### config.mk
export PLATFORM = sky130hd
export DESIGN_NAME = dma_chan_ctrl
export DESIGN_NICKNAME = d
export VERILOG_FILES = /design/src/rtl/dcc_pkg.sv /design/src/rtl/dcc_evt_decode.sv /design/src/rtl/dcc_fsm.sv /design/src/rtl/dcc_flags.sv /design/src/rtl/dcc_evt_out.sv /design/src/rtl/dma_chan_ctrl.sv
export SDC_FILE = /design/constraint.sdc
export NUM_CORES = 1
export LEC_CHECK = 0
export BUFFER_PORTS_ARGS = -buffer_cell sky130_fd_sc_hd__buf_2
export CAP_MARGIN = 20
export CORE_ASPECT_RATIO = 1.5
export CORE_MARGIN = 4
export CORE_UTILIZATION = 28
export CTS_BUF_LIST = sky130_fd_sc_hd__clkbuf_2
export DETAILED_ROUTE_END_ITERATION = 12
export MAX_ROUTING_LAYER = met4
export PLACE_DENSITY = 0.66
export SLEW_MARGIN = 15
export SYNTH_ARGS = -nofsm -noshare
export SYNTH_HDL_FRONTEND = slang
export SYNTH_SLANG_ARGS = --single-unit
### constraint.sdc
create_clock -name clk -period 2.7 [get_ports clk]
set_input_delay 0.54 -clock clk [delete_from_list [all_inputs] [get_ports clk]]
set_output_delay 0.54 -clock clk [all_outputs]
set_load 0.02 [all_outputs]
### src/rtl/dcc_pkg.sv
package dcc_pkg;

    typedef enum logic [2:0] {
        ST_IDLE  = 3'd0,
        ST_RUN   = 3'd1,
        ST_DRAIN = 3'd2,
        ST_HELD  = 3'd3,
        ST_FAULT = 3'd4
    } chan_st_e;

    localparam int FLAG_W   = 3;
    localparam int FL_DONE  = 0;
    localparam int FL_HOLD  = 1;
    localparam int FL_FAULT = 2;

    localparam logic [2:0] EA_NONE    = 3'd0;
    localparam logic [2:0] EA_TRIG    = 3'd1;
    localparam logic [2:0] EA_CTRIG   = 3'd2;
    localparam logic [2:0] EA_CBLOCK  = 3'd3;
    localparam logic [2:0] EA_HOLD    = 3'd4;
    localparam logic [2:0] EA_RELEASE = 3'd5;
    localparam logic [2:0] EA_SKIP    = 3'd6;

    localparam int BA_DONE_BIT = 0;
    localparam int BA_HOLD_BIT = 1;

    localparam logic [1:0] EO_OFF   = 2'd0;
    localparam logic [1:0] EO_BLOCK = 2'd1;
    localparam logic [1:0] EO_RSVD  = 2'd2;
    localparam logic [1:0] EO_BEAT  = 2'd3;

endpackage

### src/rtl/dcc_evt_decode.sv
module dcc_evt_decode
    import dcc_pkg::*;
#(
    parameter int CHAN_IDX  = 0,
    parameter int EVT_CHANS = 4
) (
    input  logic       evt_in,
    input  logic [2:0] evt_act,
    output logic       ev_hold,
    output logic       ev_release,
    output logic       ev_skip,
    output logic       ev_trig,
    output logic [1:0] ev_kind
);

    localparam bit HAS_EVT = (CHAN_IDX < EVT_CHANS);

    generate
        if (HAS_EVT) begin : g_live
            // Trigger family occupies codes 1..3; code 0 and 7 do nothing.
            always_comb begin
                ev_hold    = evt_in && (evt_act == EA_HOLD);
                ev_release = evt_in && (evt_act == EA_RELEASE);
                ev_skip    = evt_in && (evt_act == EA_SKIP);
                ev_trig    = evt_in && ((evt_act == EA_TRIG) ||
                                        (evt_act == EA_CTRIG) ||
                                        (evt_act == EA_CBLOCK));
                ev_kind    = evt_act[1:0];
            end
        end else begin : g_tied
            logic unused_evt;
            assign unused_evt = ^{evt_in, evt_act};
            always_comb begin
                ev_hold    = 1'b0;
                ev_release = 1'b0;
                ev_skip    = 1'b0;
                ev_trig    = 1'b0;
                ev_kind    = 2'd0;
            end
        end
    endgenerate

endmodule

### src/rtl/dcc_fsm.sv
module dcc_fsm
    import dcc_pkg::*;
(
    input  logic       clk,
    input  logic       rst_n,
    input  logic       sw_start,
    input  logic       sw_hold,
    input  logic       sw_release,
    input  logic       sw_abort,
    input  logic       ev_hold,
    input  logic       ev_release,
    input  logic       ev_skip,
    input  logic       beat_busy,
    input  logic       blk_done,
    input  logic [1:0] blk_act,
    input  logic       blk_last,
    input  logic       bus_err,
    input  logic       desc_bad,
    output chan_st_e   state_q,
    output logic       run_en,
    output logic       set_done,
    output logic       set_hold,
    output logic       set_fault
);

    chan_st_e state_d;
    logic     skip_q;
    logic     skip_d;
    logic     hold_req;
    logic     rel_req;
    logic     fault_in;
    logic     blk_end;
    logic     blk_hold_hit;
    logic     skip_use;
    logic     moving;

    always_comb begin
        hold_req     = sw_hold | ev_hold;
        rel_req      = sw_release | ev_release;
        fault_in     = bus_err | desc_bad;
        blk_end      = blk_done & blk_last;
        blk_hold_hit = blk_done & blk_act[BA_HOLD_BIT] & ~blk_last;
        skip_use     = (state_q == ST_RUN) & blk_hold_hit & skip_q &
                       ~fault_in & ~sw_abort;
        moving       = (state_q == ST_RUN) || (state_q == ST_DRAIN);
    end

    // Next-state decision; abort overrides every branch.
    always_comb begin
        state_d = state_q;
        unique case (state_q)
            ST_IDLE: begin
                if (sw_start) state_d = ST_RUN;
            end
            ST_RUN: begin
                if (fault_in)
                    state_d = ST_FAULT;
                else if (blk_end)
                    state_d = ST_IDLE;
                else if (hold_req || (blk_hold_hit && !skip_q))
                    state_d = beat_busy ? ST_DRAIN : ST_HELD;
            end
            ST_DRAIN: begin
                if (fault_in)
                    state_d = ST_FAULT;
                else if (blk_end)
                    state_d = ST_IDLE;
                else if (rel_req)
                    state_d = ST_RUN;
                else if (!beat_busy)
                    state_d = ST_HELD;
            end
            ST_HELD: begin
                if (rel_req) state_d = ST_RUN;
            end
            ST_FAULT: begin
                state_d = ST_FAULT;
            end
            default: state_d = ST_IDLE;
        endcase
        if (sw_abort) state_d = ST_IDLE;
    end

    always_comb begin
        skip_d = skip_q;
        if (sw_abort)
            skip_d = 1'b0;
        else if (ev_skip)
            skip_d = 1'b1;
        else if (skip_use)
            skip_d = 1'b0;
    end

    always_ff @(posedge clk) begin
        if (!rst_n) begin
            state_q <= ST_IDLE;
            skip_q  <= 1'b0;
        end else begin
            state_q <= state_d;
            skip_q  <= skip_d;
        end
    end

    // Output decode
    always_comb begin
        run_en    = (state_q == ST_RUN);
        set_done  = moving & blk_done & blk_act[BA_DONE_BIT] & ~sw_abort;
        set_hold  = (state_d == ST_HELD) & (state_q != ST_HELD);
        set_fault = (state_d == ST_FAULT) & (state_q != ST_FAULT);
    end

    assert_abort_to_idle_R10 : assert property (@(posedge clk) disable iff (!rst_n)
        sw_abort |=> (state_q == ST_IDLE) && !skip_q);

    assert_fault_entry_R9 : assert property (@(posedge clk) disable iff (!rst_n)
        ((state_q == ST_RUN) && fault_in && !sw_abort) |=> (state_q == ST_FAULT));

    assert_fault_sticky_R9 : assert property (@(posedge clk) disable iff (!rst_n)
        ((state_q == ST_FAULT) && !sw_abort) |=> (state_q == ST_FAULT));

    assert_drain_waits_R3 : assert property (@(posedge clk) disable iff (!rst_n)
        ((state_q == ST_DRAIN) && beat_busy && !sw_abort && !fault_in &&
         !rel_req && !blk_end) |=> (state_q == ST_DRAIN));

    assert_skip_consumed_R8 : assert property (@(posedge clk) disable iff (!rst_n)
        (skip_use && !ev_skip) |=> !skip_q && (state_q == ST_RUN));

endmodule

### src/rtl/dcc_flags.sv
module dcc_flags
    import dcc_pkg::*;
(
    input  logic              clk,
    input  logic              rst_n,
    input  logic [FLAG_W-1:0] set,
    input  logic [FLAG_W-1:0] clr,
    input  logic [FLAG_W-1:0] mask,
    output logic [FLAG_W-1:0] flags_q,
    output logic              irq
);

    always_ff @(posedge clk) begin
        if (!rst_n)
            flags_q <= '0;
        else
            flags_q <= (flags_q & ~clr) | set;
    end

    always_comb irq = |(flags_q & mask);

    assert_w1c_R11 : assert property (@(posedge clk) disable iff (!rst_n)
        ((&clr) && (set == '0)) |=> (flags_q == '0));

    assert_set_wins_R11 : assert property (@(posedge clk) disable iff (!rst_n)
        (set != '0) |=> ((flags_q & $past(set)) == $past(set)));

endmodule

### src/rtl/dcc_evt_out.sv
module dcc_evt_out
    import dcc_pkg::*;
#(
    parameter int CHAN_IDX  = 0,
    parameter int EVT_CHANS = 4
) (
    input  logic       clk,
    input  logic       rst_n,
    input  logic [1:0] sel,
    input  logic       beat_done,
    input  logic       blk_done,
    input  chan_st_e   state_q,
    input  logic       ev_trig,
    input  logic [1:0] ev_kind,
    output logic       evt_out,
    output logic       trig_out,
    output logic [1:0] trig_kind
);

    localparam bit HAS_EVT = (CHAN_IDX < EVT_CHANS);

    generate
        if (HAS_EVT) begin : g_live
            logic moving;
            logic strobe_d;

            always_comb begin
                moving   = (state_q == ST_RUN) || (state_q == ST_DRAIN);
                strobe_d = moving && (((sel == EO_BLOCK) && blk_done) ||
                                      ((sel == EO_BEAT)  && beat_done));
            end

            always_ff @(posedge clk) begin
                if (!rst_n) begin
                    evt_out   <= 1'b0;
                    trig_out  <= 1'b0;
                    trig_kind <= 2'd0;
                end else begin
                    evt_out   <= strobe_d;
                    trig_out  <= ev_trig && (state_q == ST_RUN);
                    trig_kind <= ev_kind;
                end
            end

            assert_reserved_quiet_R12 : assert property (@(posedge clk) disable iff (!rst_n)
                ((sel == EO_RSVD) || (sel == EO_OFF)) |=> !evt_out);

            assert_trig_only_run_R13 : assert property (@(posedge clk) disable iff (!rst_n)
                (state_q != ST_RUN) |=> !trig_out);
        end else begin : g_tied
            logic unused_out;
            assign unused_out = ^{clk, rst_n, sel, beat_done, blk_done,
                                  state_q, ev_trig, ev_kind};
            always_comb begin
                evt_out   = 1'b0;
                trig_out  = 1'b0;
                trig_kind = 2'd0;
            end
        end
    endgenerate

endmodule

### src/rtl/dma_chan_ctrl.sv
module dma_chan_ctrl
    import dcc_pkg::*;
#(
    parameter int CHAN_IDX  = 0,
    parameter int EVT_CHANS = 4
) (
    input  logic       clk,
    input  logic       rst_n,
    input  logic       cmd_start,
    input  logic       cmd_hold,
    input  logic       cmd_release,
    input  logic       cmd_abort,
    input  logic       evt_in,
    input  logic [2:0] evt_act,
    input  logic [1:0] evt_out_sel,
    input  logic       beat_busy,
    input  logic       beat_done,
    input  logic       blk_done,
    input  logic [1:0] blk_act,
    input  logic       blk_last,
    input  logic       bus_err,
    input  logic       desc_bad,
    input  logic [2:0] irq_clr,
    input  logic [2:0] irq_mask,
    output logic       run_en,
    output logic [2:0] chan_state,
    output logic [2:0] irq_flags,
    output logic       irq,
    output logic       evt_out,
    output logic       trig_out,
    output logic [1:0] trig_kind
);

    logic       ev_hold;
    logic       ev_release;
    logic       ev_skip;
    logic       ev_trig;
    logic [1:0] ev_kind;
    chan_st_e   state_q;
    logic       set_done;
    logic       set_hold;
    logic       set_fault;
    logic [FLAG_W-1:0] flag_set;

    dcc_evt_decode #(.CHAN_IDX(CHAN_IDX), .EVT_CHANS(EVT_CHANS)) u_dec (
        .evt_in     (evt_in),
        .evt_act    (evt_act),
        .ev_hold    (ev_hold),
        .ev_release (ev_release),
        .ev_skip    (ev_skip),
        .ev_trig    (ev_trig),
        .ev_kind    (ev_kind)
    );

    dcc_fsm u_fsm (
        .clk        (clk),
        .rst_n      (rst_n),
        .sw_start   (cmd_start),
        .sw_hold    (cmd_hold),
        .sw_release (cmd_release),
        .sw_abort   (cmd_abort),
        .ev_hold    (ev_hold),
        .ev_release (ev_release),
        .ev_skip    (ev_skip),
        .beat_busy  (beat_busy),
        .blk_done   (blk_done),
        .blk_act    (blk_act),
        .blk_last   (blk_last),
        .bus_err    (bus_err),
        .desc_bad   (desc_bad),
        .state_q    (state_q),
        .run_en     (run_en),
        .set_done   (set_done),
        .set_hold   (set_hold),
        .set_fault  (set_fault)
    );

    always_comb begin
        flag_set           = '0;
        flag_set[FL_DONE]  = set_done;
        flag_set[FL_HOLD]  = set_hold;
        flag_set[FL_FAULT] = set_fault;
    end

    dcc_flags u_flags (
        .clk     (clk),
        .rst_n   (rst_n),
        .set     (flag_set),
        .clr     (irq_clr),
        .mask    (irq_mask),
        .flags_q (irq_flags),
        .irq     (irq)
    );

    dcc_evt_out #(.CHAN_IDX(CHAN_IDX), .EVT_CHANS(EVT_CHANS)) u_eout (
        .clk       (clk),
        .rst_n     (rst_n),
        .sel       (evt_out_sel),
        .beat_done (beat_done),
        .blk_done  (blk_done),
        .state_q   (state_q),
        .ev_trig   (ev_trig),
        .ev_kind   (ev_kind),
        .evt_out   (evt_out),
        .trig_out  (trig_out),
        .trig_kind (trig_kind)
    );

    assign chan_state = state_q;

    assert_hold_flag_on_entry_R4 : assert property (@(posedge clk) disable iff (!rst_n)
        $rose(irq_flags[FL_HOLD]) |-> (state_q == ST_HELD));

    assert_run_gate_R2 : assert property (@(posedge clk) disable iff (!rst_n)
        ((state_q == ST_IDLE) && !cmd_start) |=> !run_en);

endmodule

==> Flow_metrics.wiki, run 1 <==
{| class="wikitable"
! Metric !! Value
|-
| Run status || finished, final reports clean
|-
| Final Hold Violating Endpoints || 0
|-
| Count of state elements after synthesis || 11
|-
| Count of final max-slew check failures || 0
|-
| Final period demand of the worst path || about 1.9 ns
|-
| Logic gate share of total power || 18.4%
|-
| Hold Worst Slack || between 0.4 and 0.5 ns
|-
| Post-route antenna net violation count || 0
|-
| Diode count || 0
|-
| Global-route wire length before repair || between 2 and 3 mm
|-
| Transition time of the tightest slew-check pin || 0.4903 ns
|-
| Starting density of the core || between 20 and 30%
|-
| Port-buffer cells || 37
|-
| Power Density || about 390 nW/um^2
|-
| I/O pins || 38
|-
| Final layout net count || roughly 140
|-
| Iteration count of the initial detailed-routing pass || 4
|-
| Average instance area after synthesis || roughly 8.7 um^2
|-
| Internal portion of total power || 0.0002331 W
|-
| Post-DR wirelength/cell || 13.24 um
|-
| Total of warnings raised by yosys || 0
|-
| Leakage || 0.4167 nW
|-
| Clock Sink Count || 11
|-
| Gr ovfl total || 0
|-
| Fraction of layout cells with a size suffix above 1 || between 40% and 50%
|-
| Fraction of the yosys area taken by sequential cells || about a third
|-
| Gate count after technology mapping || 74
|-
| Clock share of power || roughly 29%
|-
| Fill count || between 200 and 250
|-
| Worst Hold Class || primary input to register
|-
| Gates resized, CTS repair || 0
|-
| Kind of critical path || register to output port
|-
| Final clock period utilization by the worst path || between 60% and 70%
|-
| Post-DP HPWL || 1.444 mm
|-
| Top fanout value on the critical path || 10
|-
| CP arrival || 1.32 ns
|-
| Unrepaired setup endpoints after global routing || no
|-
| X dimension of the die || 47.13 um
|-
| Clock network latency to the later pin of the worst-skew pair || 0.26 ns
|-
| Max-cap check violation count || 0
|-
| CTS root buf || clkbuf_2
|-
| Timing-limited maximum frequency || roughly 540 MHz
|-
| DR vias/cell || slightly above 5
|-
| Maximum buffer depth of the clock tree || 2
|-
| Switching power of the nets || 0.00009279 W
|-
| Total of hold buffers inserted after clock tree synthesis || 0
|-
| Final setup fails || 0
|-
| Clock transition at path regs || 0.11 ns
|-
| Pin count of the biggest net entering global routing || 12
|-
| Critical path capture point type || output port
|-
| Die Ht || 66.70 um
|-
| Number of antenna violations at the first check in global routing || 0
|-
| Via count of the first global-routing pass || 697
|-
| Clock skew after layout || approximately 0.00043 ns
|-
| Num CTS Buffers || 3
|-
| Netlist area before placement || 643.1 um^2
|-
| Setup repair bufs after CTS || 0
|-
| Vias || 700
|-
| Area growth, synth to finish || 31.13%
|-
| Synth cell types || 36
|-
| Number of standard-cell rows in the floorplan || 21
|-
| Drt first-iter violations || 12
|-
| Total die area || 3143 um^2
|-
| DRC violation count after routing || 0
|-
| Final Total Pwr || 0.0003259 W
|-
| Maximum resistive drop on vdd || 0.1767 mV
|-
| Net count after synthesis || 100
|-
| Data required time at the worst endpoint || between 2 and 2.5 ns
|-
| Routability congestion estimate from global placement || between 0.8 and 0.9
|-
| Max_slew headroom || 67.27%
|-
| Power share of the sequential group || 52.2%
|-
| Clock tree from TritonCTS || done
|-
| Htree depth || 1
|-
| Core Region || 2207 um^2
|-
| Switching part of the total || 28.47%
|-
| Kind of start point of the critical path || register
|-
| Total global routing track utilization || 12.89%
|-
| Total wirelength of the detailed-routed design || 1.787 mm
|-
| Sum of negative setup slack || 0 ns
|}
==> synth_stat cells, drive strengths merged <==
library cell  number  area [um^2]
a2111oi            1        8.760
mux2i              2        20.02
nand4b             2        17.52
nor4               1        6.260
nand3              1        5.000
and2b              1        7.510
nand2             11        48.80
a211o              1        8.760
o32ai              2        17.52
o21ai              3        15.01
a41oi              1        8.760
or2                1        6.260
buf                3        33.78
and2               6        37.54
o2111ai            1        8.760
inv                5        18.77
a222oi             1        10.01
nor3               1        5.000
dfxtp             11        220.2
a21oi              2        10.01
o22ai              1        6.260
nand2b             1        6.260
nand3b             1        7.510
nor2               7        45.05
or4                1        11.26
nor2b              1        6.260
a21boi             1        7.510
xor2               1        8.760
and4bb             1        12.51
a311oi             2        17.52
==> power by group through the flow <==
stage	clock network, W	registers [W]	logic, W
2_1_floorplan	0	0.000175	0.0000277
3_3_place_gp	0	0.000174	0.0000589
3_5_place_dp	0	0.000174	0.0000598
4_1_cts	0.0000973	0.000170	0.0000602
5_1_grt	0.000107	0.000171	0.0000667
6_report	0.0000959	0.000170	0.0000600
==> worst max-delay path, cell delays in order (launching register included) <==
cell     delay [ns]
dfxtp_1        0.64
nor2_8         0.08
nand2_4        0.10
inv_1          0.07
buf_2          0.16
==> state kept, by name, summed over array words and instances (netlist names) <==
signal            flops
u_eout.evt_out        1
u_eout.trig_kind      2
u_eout.trig_out       1
u_flags.flags_q       3
u_fsm.skip_q          1
u_fsm.state_q         3
==> cells in the final DEF, fill, tap and decap left out, types with 2 or more instances in the layout <==
| master | count |
|---|---|
| a21oi_1 | 2 |
| a311oi_1 | 2 |
| and2_1 | 6 |
| buf_2 | 37 |
| clkbuf_2 | 4 |
| dfxtp_1 | 11 |
| inv_1 | 5 |
| mux2i_1 | 2 |
| nand2_1 | 10 |
| nand4b_1 | 2 |
| nor2_1 | 5 |
| o21ai_0 | 2 |
| o32ai_1 | 2 |
==> layer usage <==
metal	vias to the layer above	global-route usage, %	share of wire, %
met1	311	13.17	40
met4	0	10.38	3.5
met5	-	-	0
met3	7	2.703	7.9
met2	37	20.24	48
li1	345	-	-
==> kinds of logic after synthesis <==
kind of cell	Yosys count	synth area share [%]
simple gates	36	34.63
xor+xnor	1	1.362
flops	11	34.24
mux	2	3.113
buf+inv	8	8.171
compound gates	16	18.48
==> path summary, 6_finish.rpt <==
kind | slack, ns | cells after the start | end | start
hold / removal | 0.48 | 2 | u_eout.trig_out$_SDFF_PN0_ | evt_act[2]
hold reg to reg | 0.49 | 2 | u_fsm.skip_q$_SDFFE_PP0P_ | u_fsm.skip_q$_SDFFE_PP0P_
setup / recovery | 0.84 | 4 | run_en | u_fsm.state_q[1]$_SDFF_PN0_
setup reg to reg | 0.96 | 5 | u_flags.flags_q[1]$_SDFF_PN0_ | u_fsm.state_q[1]$_SDFF_PN0_
==> per-stage QoR <==
step	instance area [um^2]	util, %	worst slack [ns]	std cells
finish	843.3	38.21	0.8399	135
global route	843.3	38.21	0.7608	135
detailed placement	823.3	37.30	0.7433	131
global placement	823.3	37.30	0.7852	131
floorplan	643.1	-	0.9308	74
CTS	843.3	38.21	0.8588	135
==> area by class of cell <==
type	count	area (um^2)	share of cell area, %
Sequential cell	11	220.2	26.11
Multi-Input combinational cell	55	370.4	43.92
Tap cell	23	28.78	3.412
Inverter	5	18.77	2.226
Clock buffer	4	20.02	2.374
Timing Repair Buffer	37	185.2	21.96
No activity file was read; power rests on OpenSTA's default activity.
==> run 2, diff against run 1 <==
PLACE_DENSITY = 0.68   (was 0.66)
clock period = 1.7 ns   (was 2.7 ns; I/O delays follow)
==> run 2 against run 1 <==
Net effect: sequential power increased by 57%; register-to-register slack got worse by 0.85 ns; count of clock-buffer cells in the layout unchanged; clock power increased by 60%; combinational power increased by 88%; setup slack got worse by 0.73 ns; total power increased by 64%; critical path depth increased by 1; final cell count increased by 7.4%; critical path type is now register to register; largest cell class unchanged; highest routed layer unchanged.
==> Flow_metrics.wiki, run 2 (synthesis results as in run 1) <==
{| class="wikitable"
! Metric !! Value
|-
| Final Hold Violating Endpoints || 0 (unchanged)
|-
| Leakage || 0.4677 nW (+12%)
|-
| Leading cell type in the layout, fill and taps excluded || buf_2
|-
| Max-cap check violation count || 0 (unchanged)
|-
| CP arrival || 1.79 ns (+0.47 ns)
|-
| Diode count || 0 (unchanged)
|-
| Clock transition at path regs || 0.11 ns (about the same)
|-
| Run status || finished, final reports clean
|-
| Total wirelength of the detailed-routed design || 1.851 mm (+3.6%)
|-
| Startpoint of the lowest-slack hold path || evt_act[2]
|-
| Starting density of the core || 29.14% (unchanged)
|-
| Htree depth || 1 (unchanged)
|-
| Top fanout value on the critical path || 5 (-5)
|-
| Core Region || 2207 um^2 (unchanged)
|-
| Clock tree from TritonCTS || done
|-
| Gates resized, CTS repair || 0 (unchanged)
|-
| Final period demand of the worst path || between 1.5 and 2 ns
|-
| X dimension of the die || 47.13 um (unchanged)
|-
| Total global routing track utilization || 12.30% (-0.59 points)
|-
| Final setup fails || 0 (unchanged)
|-
| Worst R2R Setup Slack || 0.11 ns (-0.85 ns)
|-
| Pin count of the biggest net entering global routing || 10 (-2)
|-
| Startpoint of the most critical register-to-register path || u_fsm.state_q[2]$_SDFF_PN0_
|-
| Via count of the first global-routing pass || 670 (-3.9%)
|-
| Total of hold buffers inserted after clock tree synthesis || 0 (unchanged)
|-
| Max_slew headroom || 77.12% (+9.9 points)
|-
| Total die area || 3143 um^2 (unchanged)
|-
| CTS root buf || clkbuf_2
|-
| Count of final max-slew check failures || 0 (unchanged)
|-
| Power Density || 579.1 nW/um^2 (+50%)
|-
| Maximum buffer depth of the clock tree || 2 (unchanged)
|-
| Worst Hold Class || primary input to register
|-
| Clock network latency to the later pin of the worst-skew pair || 0.26 ns (about the same)
|-
| DR vias/cell || 4.876 (-6.0%)
|-
| Fill count || 244 (+1.7%)
|-
| DRC violation count after routing || 0 (unchanged)
|-
| Post-route antenna net violation count || 0 (unchanged)
|-
| Timing-limited maximum frequency || 629.3 MHz
|-
| Footprint of the flip-flops and latches || 221.5 um^2 (+0.57%)
|-
| Global-route wire length before repair || 2.725 mm (-2.2%)
|-
| Vias || 707 (+1.0%)
|-
| Worst setup path start || u_fsm.state_q[2]$_SDFF_PN0_
|-
| Fraction of layout cells with a size suffix above 1 || 45.90% (+5.7 points)
|-
| Port-buffer cells || 37 (unchanged)
|-
| Critical path capture point type || register
|-
| Setup repair bufs after CTS || 0 (unchanged)
|-
| Routability congestion estimate from global placement || 0.8404 (+2.2%)
|-
| I/O pins || 38 (unchanged)
|-
| Transition time of the tightest slew-check pin || 0.3409 ns (-0.1494 ns)
|-
| Drt first-iter violations || 17 (+5)
|-
| Post-DP HPWL || 1.549 mm (+7.3%)
|-
| Final layout net count || 149 (+7.2%)
|-
| Data required time at the worst endpoint || 1.90 ns (-0.26 ns)
|-
| Unrepaired setup endpoints after global routing || no
|-
| Multi-input logic area || 371.6 um^2 (+0.34%)
|-
| Number of standard-cell rows in the floorplan || 21 (unchanged)
|-
| Maximum resistive drop on vdd || 0.3396 mV (+92%)
|-
| Number of antenna violations at the first check in global routing || 0 (unchanged)
|-
| Num CTS Buffers || 3 (unchanged)
|-
| Sum of negative setup slack || 0 ns (unchanged)
|-
| Kind of start point of the critical path || register
|-
| Clock Sink Count || 11 (unchanged)
|-
| Kind of critical path || register to register
|-
| Most frequent cells in the layout || buf_2, nand2_1, buf_4, dfxtp_1, and2_1
|-
| Final clock period utilization by the worst path || approximately 93%
|-
| Hold Worst Slack || 0.2831 ns (-0.1970 ns)
|-
| Gr ovfl total || 0 (unchanged)
|-
| Post-DR wirelength/cell || 12.77 um (-3.6%)
|-
| Area growth, synth to finish || 43.19%
|-
| Clock skew after layout || 0.001933 ns (+0.001500 ns)
|-
| Iteration count of the initial detailed-routing pass || 4 (unchanged)
|-
| Die Ht || 66.70 um (unchanged)
|-
| Top flop regs || u_flags.flags_q (3), u_fsm.state_q (3), u_eout.trig_kind (2)
|}
==> run 2: cell count changes in the layout (fill, tap and decap cells not counted), sizes merged <==
cell  delta
buf     +10
==> run 2: path summary, 6_finish.rpt <==
kind,end,cells past startpoint
worst max-delay path,u_flags.flags_q[1]$_SDFF_PN0_,5
worst min register to register,u_fsm.skip_q$_SDFFE_PP0P_,2
worst min-delay path,u_eout.trig_out$_SDFF_PN0_,2
worst max register to register,u_flags.flags_q[1]$_SDFF_PN0_,5
==> run 2: routing by layer <==
layer | wire length, um | global-route usage, % | share of wire [%]
met1 | 649 | 12.20 | 35
met2 | 985 | 22.28 | 53
met3 | 190 | 2.703 | 10
met4 | 26 | 4.498 | 1.4
met5 | 0 | - | 0
==> run 2: worst max-delay path, stage by stage (launching register included) <==
cell     delay, ns
dfxtp_1       0.39
nor2_8        0.12
nand2_4       0.07
or4_4         0.54
a211o_1       0.30
o21ai_1       0.10
==> run 2: stage by stage <==
stage	area [um^2]	setup slack (ns)	std cells	total power [W]	utilization (%)
CTS	918.4	0.07543	145	0.0005371	41.61
finish	920.9	0.1110	145	0.0005333	41.72
detailed placement	898.4	-0.01270	141	0.0003856	40.70
floorplan	643.1	0.02314	74	0.0003225	-
global placement	898.4	-0.005212	141	0.0003840	40.70
global route	920.9	0.03102	145	0.0005626	41.72
==> run 2: final cells by class <==
type	instances	area share, %
multi-input combinational	55	40.35
timing repair buffer	47	28.26
sequential	11	24.05
tap	23	3.125
clock buffer	4	2.174
inverter	5	2.038
==> run 2: where the power goes <==
group          internal (W)  switching [W]  total [W]
logic             0.0000567      0.0000561   0.000113
clock network     0.0000624      0.0000909   0.000153
registers          0.000263     0.00000373   0.000267
total              0.000382       0.000151   0.000533
